===== config.mk =====
export PLATFORM = sky130hd
export DESIGN_NAME = hcr_bus_codec
export DESIGN_NICKNAME = d
export VERILOG_FILES = /design/src/rtl/hcr_pkg.sv /design/src/rtl/hcr_swap.sv /design/src/rtl/hcr_hold_reg.sv /design/src/rtl/hcr_codec_side.sv /design/src/rtl/hcr_bus_codec.sv
export SDC_FILE = /design/constraint.sdc
export NUM_CORES = 1
export LEC_CHECK = 0
export CAP_MARGIN = 5
export CELL_PAD_IN_SITES_DETAIL_PLACEMENT = 1
export CELL_PAD_IN_SITES_GLOBAL_PLACEMENT = 1
export CORE_UTILIZATION = 34
export CTS_CLUSTER_DIAMETER = 80
export CTS_CLUSTER_SIZE = 25
export DETAILED_ROUTE_END_ITERATION = 6
export GPL_ROUTABILITY_DRIVEN = 0
export GPL_TIMING_DRIVEN = 0
export MAX_ROUTING_LAYER = met4
export PLACE_DENSITY_LB_ADDON = 0.08
export SYNTH_ARGS = -nofsm -noshare
export SYNTH_HDL_FRONTEND = slang
export SYNTH_SLANG_ARGS = --single-unit
export TNS_END_PERCENT = 30

===== constraint.sdc =====
create_clock -name clk -period 2.5 [get_ports clk]
set_clock_uncertainty 0.15 [all_clocks]
set_input_delay 0.75 -clock clk [delete_from_list [all_inputs] [get_ports clk]]
set_output_delay 0.75 -clock clk [all_outputs]
set_load 0.01 [all_outputs]

===== src/rtl/hcr_pkg.sv =====
package hcr_pkg;

   // Default bus width for the codec family
   localparam int unsigned HCR_DEF_WIDTH = 32;

   // Classification of a word against the two remap codes
   typedef enum logic [1:0] {
      HCR_PASS = 2'd0,
      HCR_HOT  = 2'd1,
      HCR_SWAP = 2'd2
   } hcr_match_e;

endpackage


===== src/rtl/hcr_swap.sv =====
module hcr_swap
   import hcr_pkg::*;
#(
   parameter int unsigned           WIDTH     = HCR_DEF_WIDTH,
   parameter logic [WIDTH-1:0]      HOT_WORD  = '1,
   parameter logic [WIDTH-1:0]      SWAP_WORD = {{(WIDTH-1){1'b0}}, 1'b1}
) (
   input  logic [WIDTH-1:0] word_i,
   output logic [WIDTH-1:0] word_o,
   output hcr_match_e       kind_o
);

   generate
      if (WIDTH < 2) begin : g_bad_width
         $error("hcr_swap: WIDTH must be at least 2");
      end
      if (HOT_WORD == SWAP_WORD) begin : g_bad_codes
         $error("hcr_swap: the two remap codes must differ");
      end
   endgenerate

   always_comb begin
      if (word_i == HOT_WORD)       kind_o = HCR_HOT;
      else if (word_i == SWAP_WORD) kind_o = HCR_SWAP;
      else                          kind_o = HCR_PASS;
   end

   always_comb begin
      unique case (kind_o)
         HCR_HOT:  word_o = SWAP_WORD;
         HCR_SWAP: word_o = HOT_WORD;
         default:  word_o = word_i;
      endcase
   end

endmodule


===== src/rtl/hcr_hold_reg.sv =====
module hcr_hold_reg #(
   parameter int unsigned WIDTH = hcr_pkg::HCR_DEF_WIDTH
) (
   input  logic             clk,
   input  logic             rst_n,
   input  logic             load_i,
   input  logic [WIDTH-1:0] data_i,
   output logic             valid_o,
   output logic [WIDTH-1:0] data_o
);

   always_ff @(posedge clk or negedge rst_n) begin
      if (!rst_n) begin
         valid_o <= 1'b0;
      end else begin
         valid_o <= load_i;
      end
   end

   always_ff @(posedge clk or negedge rst_n) begin
      if (!rst_n) begin
         data_o <= '0;
      end else if (load_i) begin
         data_o <= data_i;
      end
   end

   AST_HOLD_STABLE: assert property (@(posedge clk) disable iff (!rst_n)
      !load_i |=> $stable(data_o));
   AST_VALID_RISE: assert property (@(posedge clk) disable iff (!rst_n)
      load_i |=> valid_o);
   AST_VALID_DROP: assert property (@(posedge clk) disable iff (!rst_n)
      !load_i |=> !valid_o);

endmodule


===== src/rtl/hcr_codec_side.sv =====
module hcr_codec_side
   import hcr_pkg::*;
#(
   parameter int unsigned      WIDTH     = HCR_DEF_WIDTH,
   parameter logic [WIDTH-1:0] HOT_WORD  = '1,
   parameter logic [WIDTH-1:0] SWAP_WORD = {{(WIDTH-1){1'b0}}, 1'b1}
) (
   input  logic             clk,
   input  logic             rst_n,
   input  logic             valid_i,
   input  logic [WIDTH-1:0] data_i,
   output logic             valid_o,
   output logic [WIDTH-1:0] data_o
);

   logic [WIDTH-1:0] mapped;
   hcr_match_e       kind;

   hcr_swap #(
      .WIDTH     (WIDTH),
      .HOT_WORD  (HOT_WORD),
      .SWAP_WORD (SWAP_WORD)
   ) u_swap (
      .word_i (data_i),
      .word_o (mapped),
      .kind_o (kind)
   );

   hcr_hold_reg #(
      .WIDTH (WIDTH)
   ) u_hold (
      .clk     (clk),
      .rst_n   (rst_n),
      .load_i  (valid_i),
      .data_i  (mapped),
      .valid_o (valid_o),
      .data_o  (data_o)
   );

   AST_HOT_TO_SWAP: assert property (@(posedge clk) disable iff (!rst_n)
      (valid_i && data_i == HOT_WORD) |=> (data_o == SWAP_WORD));
   AST_SWAP_TO_HOT: assert property (@(posedge clk) disable iff (!rst_n)
      (valid_i && data_i == SWAP_WORD) |=> (data_o == HOT_WORD));
   AST_PASS_THROUGH: assert property (@(posedge clk) disable iff (!rst_n)
      (valid_i && data_i != HOT_WORD && data_i != SWAP_WORD)
      |=> (data_o == $past(data_i)));

endmodule


===== src/rtl/hcr_bus_codec.sv =====
module hcr_bus_codec
   import hcr_pkg::*;
#(
   parameter int unsigned      WIDTH     = HCR_DEF_WIDTH,
   parameter logic [WIDTH-1:0] HOT_WORD  = '1,
   parameter logic [WIDTH-1:0] SWAP_WORD = {{(WIDTH-1){1'b0}}, 1'b1}
) (
   input  logic             clk,
   input  logic             rst_n,
   input  logic             in_valid,
   input  logic [WIDTH-1:0] in_data,
   output logic             bus_valid,
   output logic [WIDTH-1:0] bus_data,
   output logic             out_valid,
   output logic [WIDTH-1:0] out_data
);

   // Transmit side: remap then register onto the long bus
   hcr_codec_side #(
      .WIDTH     (WIDTH),
      .HOT_WORD  (HOT_WORD),
      .SWAP_WORD (SWAP_WORD)
   ) u_tx (
      .clk     (clk),
      .rst_n   (rst_n),
      .valid_i (in_valid),
      .data_i  (in_data),
      .valid_o (bus_valid),
      .data_o  (bus_data)
   );

   // Receive side: the swap is an involution, so the same side restores the word
   hcr_codec_side #(
      .WIDTH     (WIDTH),
      .HOT_WORD  (HOT_WORD),
      .SWAP_WORD (SWAP_WORD)
   ) u_rx (
      .clk     (clk),
      .rst_n   (rst_n),
      .valid_i (bus_valid),
      .data_i  (bus_data),
      .valid_o (out_valid),
      .data_o  (out_data)
   );

   AST_ROUND_TRIP: assert property (@(posedge clk) disable iff (!rst_n)
      out_valid |-> (out_data == $past(in_data, 2)));
   AST_OUT_LATENCY: assert property (@(posedge clk) disable iff (!rst_n)
      $past(in_valid, 2) |-> out_valid);
   AST_IDLE_BUS_QUIET: assert property (@(posedge clk) disable iff (!rst_n)
      (!in_valid && !bus_valid) |=> $stable(out_data));

endmodule


; ---- Yosys cells after proc, flatten, opt, wreduce, memory -nomap -nowiden
; Cells that the tools add are included.
[word_totals]
regBits = 66
input_bits = 35
output_inout_bits = 66
word_cells = 18
[op_classes]
eq_ne = 8
muxes = 6
[ops]
columns = op, n
row1 = one-hot mux 32 bit (2 select lines), 2
row2 = == test 32 x 1 -> 1 bit (second input constant), 2
row3 = == test 32 bit (second input constant), 2
row4 = 2-to-1 mux 2 bit, 4
row5 = == test 2 x 1 -> 1 bit (second input constant), 2
row6 = == test 2 bit (second input constant), 2

; ---- Longest topological paths before layout
[depth]
ltp_word = 5
ltp_mapped = 6
ltp_nobuf = 4

; ---- Modules after synthesis
; Synthesis repeated with hierarchy kept, for this count alone.
[unflattened]
cells_unflattened = 260
hier_area_um2 = 3616.0
[by_module_without_submodules]
columns = mod, n_inst, cells_each, area_each_um2, seq_area_each_um2
row1 = hcr_hold_reg, 2, 69, 1370.1, 825.8
row2 = hcr_swap, 2, 61, 437.9, 0.0

; ---- Worst setup path before layout
; Ideal clock, no wire load.
[synth_timing]
path_type = input to register
start = input in_data[30]
end = register u_tx.u_hold.data_o[10]
t_arrival_ns = 1.838
t_required_ns = 2.217
slack_ns = 0.380
cell_stages = 5
path_cell_list = nand4_1 or4_1 o21ai_4 buf_6 o22ai_1
[synth_between]
elab_chain_cells = 5
elab_cells_between_ends = 7
[synth_rtl]
columns = item, line_no
row1 = "start, declared", hcr_bus_codec.sv:11  ; input logic [WIDTH-1:0] in_data,
row2 = == test 32 x 1 -> 1 bit, hcr_swap.sv:24  ; else if (word_i == SWAP_WORD) kind_o = HCR_SWAP;
row3 = 2-to-1 mux 2 bit, hcr_swap.sv:24
row4 = 2-to-1 mux 2 bit (*), hcr_swap.sv:23  ; if (word_i == HOT_WORD) kind_o = HCR_HOT;
row5 = == test 2 bit or == test 2 x 1 -> 1 bit (tied branches), hcr_swap.sv:29  ; unique case (kind_o)
row6 = one-hot mux 32 bit (2 select lines) (*), hcr_swap.sv:29
row7 = "end signal, assigned", hcr_hold_reg.sv:24  ; data_o <= data_i;
row8 = "end, declared", hcr_hold_reg.sv:9  ; output logic [WIDTH-1:0] data_o
; Mark *: on every way between the ends. The rest lies on a longest branch, timed or not.
; A chain may end at the register's enable or synchronous reset.

; ---- Final worst setup path
[layout_timing]
start = input in_data[27]
end = register u_tx.u_hold.data_o[14]
; The elaborated chain is that of the path after synthesis.

==> reports/metrics.cfg <==
[timing]
maxSlewViolCount=0
rsz0062_at_grt=no
slew_headroom=0.4260
min_period_ps=2470
setup_violations=0
hold_violations=0
min_period_over_period=0.9879
max_freq_ghz=0.4049
tightest_slew_ps=860.9

[clock_network]
clockRootBuffer=clkbuf_8
holdBufCountCts=0
cts_buffers=9
cts.sinks=66
clkTransAtPathRegs_ps=70
htree_levels=3
cts_tree=done
insertion_delay_ps=340
clock_path_buffers=2

[floorplanning]
rows=34
die_area_um2=9626
die_x_um=98.11
start_util=0.3549
coreArea_um2=8848
die_h_um=98.11
ios=101

[detailed_routing]
ant_nets=0
via_per_inst=5.403
drc=7
drt_iter0_markers=148
wl_per_cell_um=18.67
vias=2993
drtPass1Iterations=7
routed_wl_mm=10.34

[pwr]
p_sw_mw=0.7925
pwr-share-seq=0.455
leakagePower_nw=1.976
p_clk_frac=0.332
combinationalPowerShare=0.213
power.internal_mw=2.043
powerDensity_nw_per_um2=623.9
ir_drop_v=0.0002454
finalPower_mw=2.835
sw_frac_of_total=0.2795

[yosys]
synth_area_per_cell_um2=9.633
ys_warn_count=0
synth_top_area_frac=0.5259
synth_nets=361
yosys-top-cells-area=dfrtp_1 (53%), o22ai_1 (10%), a21oi_1 (9.9%)
synth.largest_area_cell=dfrtp_1
ys_ff_latch=66
seq_area_frac_synth=0.5259
ys_types=18
synth_area_um2=3141
netlist_instances=326

[global_route]
antenna_found_initial=0
use_met3=0.03436
grt_overflow=0
grt_first_pass_wirelength_mm=16.31
grtUsageMet2=0.3369
grt_usage=0.2255
grt_pass1_vias=2971
grt_start_max_net_pins=67
top_usage_layer=met2
use_met1=0.3110

[hold_path]
hold_start=u_tx.u_hold.valid_o
min_to=u_rx.u_hold.valid_o
whs_path_depth=0
hold_class=reg2reg

[final_layout]
finish.utilization=0.5136
n_antenna_cell=0
nFillCells=1017
fin_nets=477
drive_above_1_share=0.1233
instances_no_fill=554
syn_to_final_growth_pct=44.70

[critical_path]
start_kind=input port
required_ps=2550
path_common_cell=buf_4
slowest_stage=or4_1
reg2reg_to=u_rx.u_hold.data_o[17]
worstPathArrival_ps=2520
rr_startpoint=u_tx.u_hold.data_o[14]
path_max_fanout=5
r2r_setup_slack_ps=420
r2r_cells=5
cpPeakStageDelay_ps=560
critPathCaptureType=flip-flop
critical_path_class=in2reg
crit_chain=clkdlybuf4s50_1 -> nand4_1 -> or4_1 -> o21ai_4 -> buf_4 -> buf_4 -> o22ai_1

[placement]
dp_cells=534
hpwl_mm=7.506
port_buffers=100

[flow_run]
drv_cap=0

[run_status]
violations=DRC
outcome=complete, but fails checks

-- through the flow --
step | cell area (um^2) | worst slack, ps | hold slack (ps) | setup TNS, ps
after floorplan | 3141 | 379.5 | 283.0 | 0
after global placement | 4277 | -1761 | 242.5 | -125630
after detailed placement | 4274 | -440.5 | 247.3 | -10930
after CTS | 4481 | 4.711 | 263.4 | 0
after global routing | 4544 | 1.469 | 283.0 | 0
final | 4544 | 30.30 | 254.0 | 0
-- state kept, by name (all words and copies together) (netlist names) --
signal,flops
u_rx.u_hold.data_o,32
u_rx.u_hold.valid_o,1
u_tx.u_hold.data_o,32
u_tx.u_hold.valid_o,1
-- critical path: cells and delay by family --
kind,cells,cell delay [ps]
simple gates,2,680
compound gates,2,230
buf+inv,3,840
-- Yosys cell counts --
| master | number |
|---|---|
| o22a_1 | 1 |
| a21oi_1 | 62 |
| or4_4 | 1 |
| o22a_2 | 1 |
| o22ai_1 | 52 |
| and4_1 | 4 |
| dfrtp_1 | 66 |
| buf_1 | 1 |
| o22ai_2 | 10 |
| buf_2 | 10 |
| or4_1 | 3 |
| nor4b_1 | 2 |
| nand4_1 | 16 |
| nor4_1 | 14 |
| clkbuf_1 | 13 |
| o21ai_4 | 2 |
| buf_6 | 6 |
| inv_1 | 62 |
-- what timing repair did --
item / in CTS / in global routing
setup endpoints to repair: 10 / 30
gates resized for setup: 2 / 9
pin swaps: 0 / 1
buffers inserted: 0 / 3
gates cloned: 0 / 2
-- cells by family after synthesis --
kind of cell	share of synthesized area
compound gates	0.2586
buf+inv	0.1283
flops	0.5259
simple gates	0.08725
-- per-layer routing --
| metal | routed length [um] | up-vias |
|---|---|---|
| met2 | 4871 | 81 |
| met5 | 0 | - |
| li1 | - | 1406 |
| met3 | 399 | 15 |
| met4 | 175 | 0 |
| met1 | 4894 | 1491 |
-- layout make-up --
class,count,area [um^2],area share
Sequential cell,66,1652,0.3634
Buffer,30,172.7,0.03800
Clock buffer,13,168.9,0.03717
Timing Repair Buffer,105,1046,0.2302
Clock inverter,2,35.03,0.007709
Inverter,62,232.7,0.05121
Tap cell,108,135.1,0.02974
Multi-Input combinational cell,168,1102,0.2426
-- layout by cell type, fill, tap and decap left out, drive strengths merged --
master,netlist,layout
clkdlybuf4s50,0,94
dfrtp,66,66
inv,62,62
a21oi,62,62
o22ai,62,62
clkbuf,13,26
buf,17,23
nand4,16,16
nor4,14,14
dlymetal6s2s,0,5
and4,4,4
or4,4,4
o21ai,2,2
nor4b,2,2
o22a,2,2
bufinv,0,1
clkinv,0,1
-- worst max path at each step --
| stage | end | depth (start not counted) | start | slack [ps] |
|---|---|---|---|---|
| final | u_tx.u_hold.data_o[14] | 7 | in_data[27] | 30 |
| after global placement | u_tx.u_hold.data_o[29] | 1 | rst_n | -1760 |
| after CTS | u_tx.u_hold.data_o[18] | 6 | in_data[11] | 5 |
| after floorplan | u_tx.u_hold.data_o[10] | 5 | in_data[30] | 380 |
| after global routing | u_tx.u_hold.data_o[14] | 7 | in_data[24] | 1 |
| after detailed placement | u_tx.u_hold.data_o[8] | 7 | in_data[9] | -440 |
-- power by group through the flow --
stage	clock network (mW)	registers, mW	logic [mW]
2_1_floorplan	0	1.33	0.193
3_3_place_gp	0	1.30	0.586
3_5_place_dp	0	1.31	0.599
4_1_cts	0.953	1.29	0.602
5_1_grt	1.01	1.30	0.652
6_report	0.942	1.29	0.604
(Power assumes the default switching activity.)
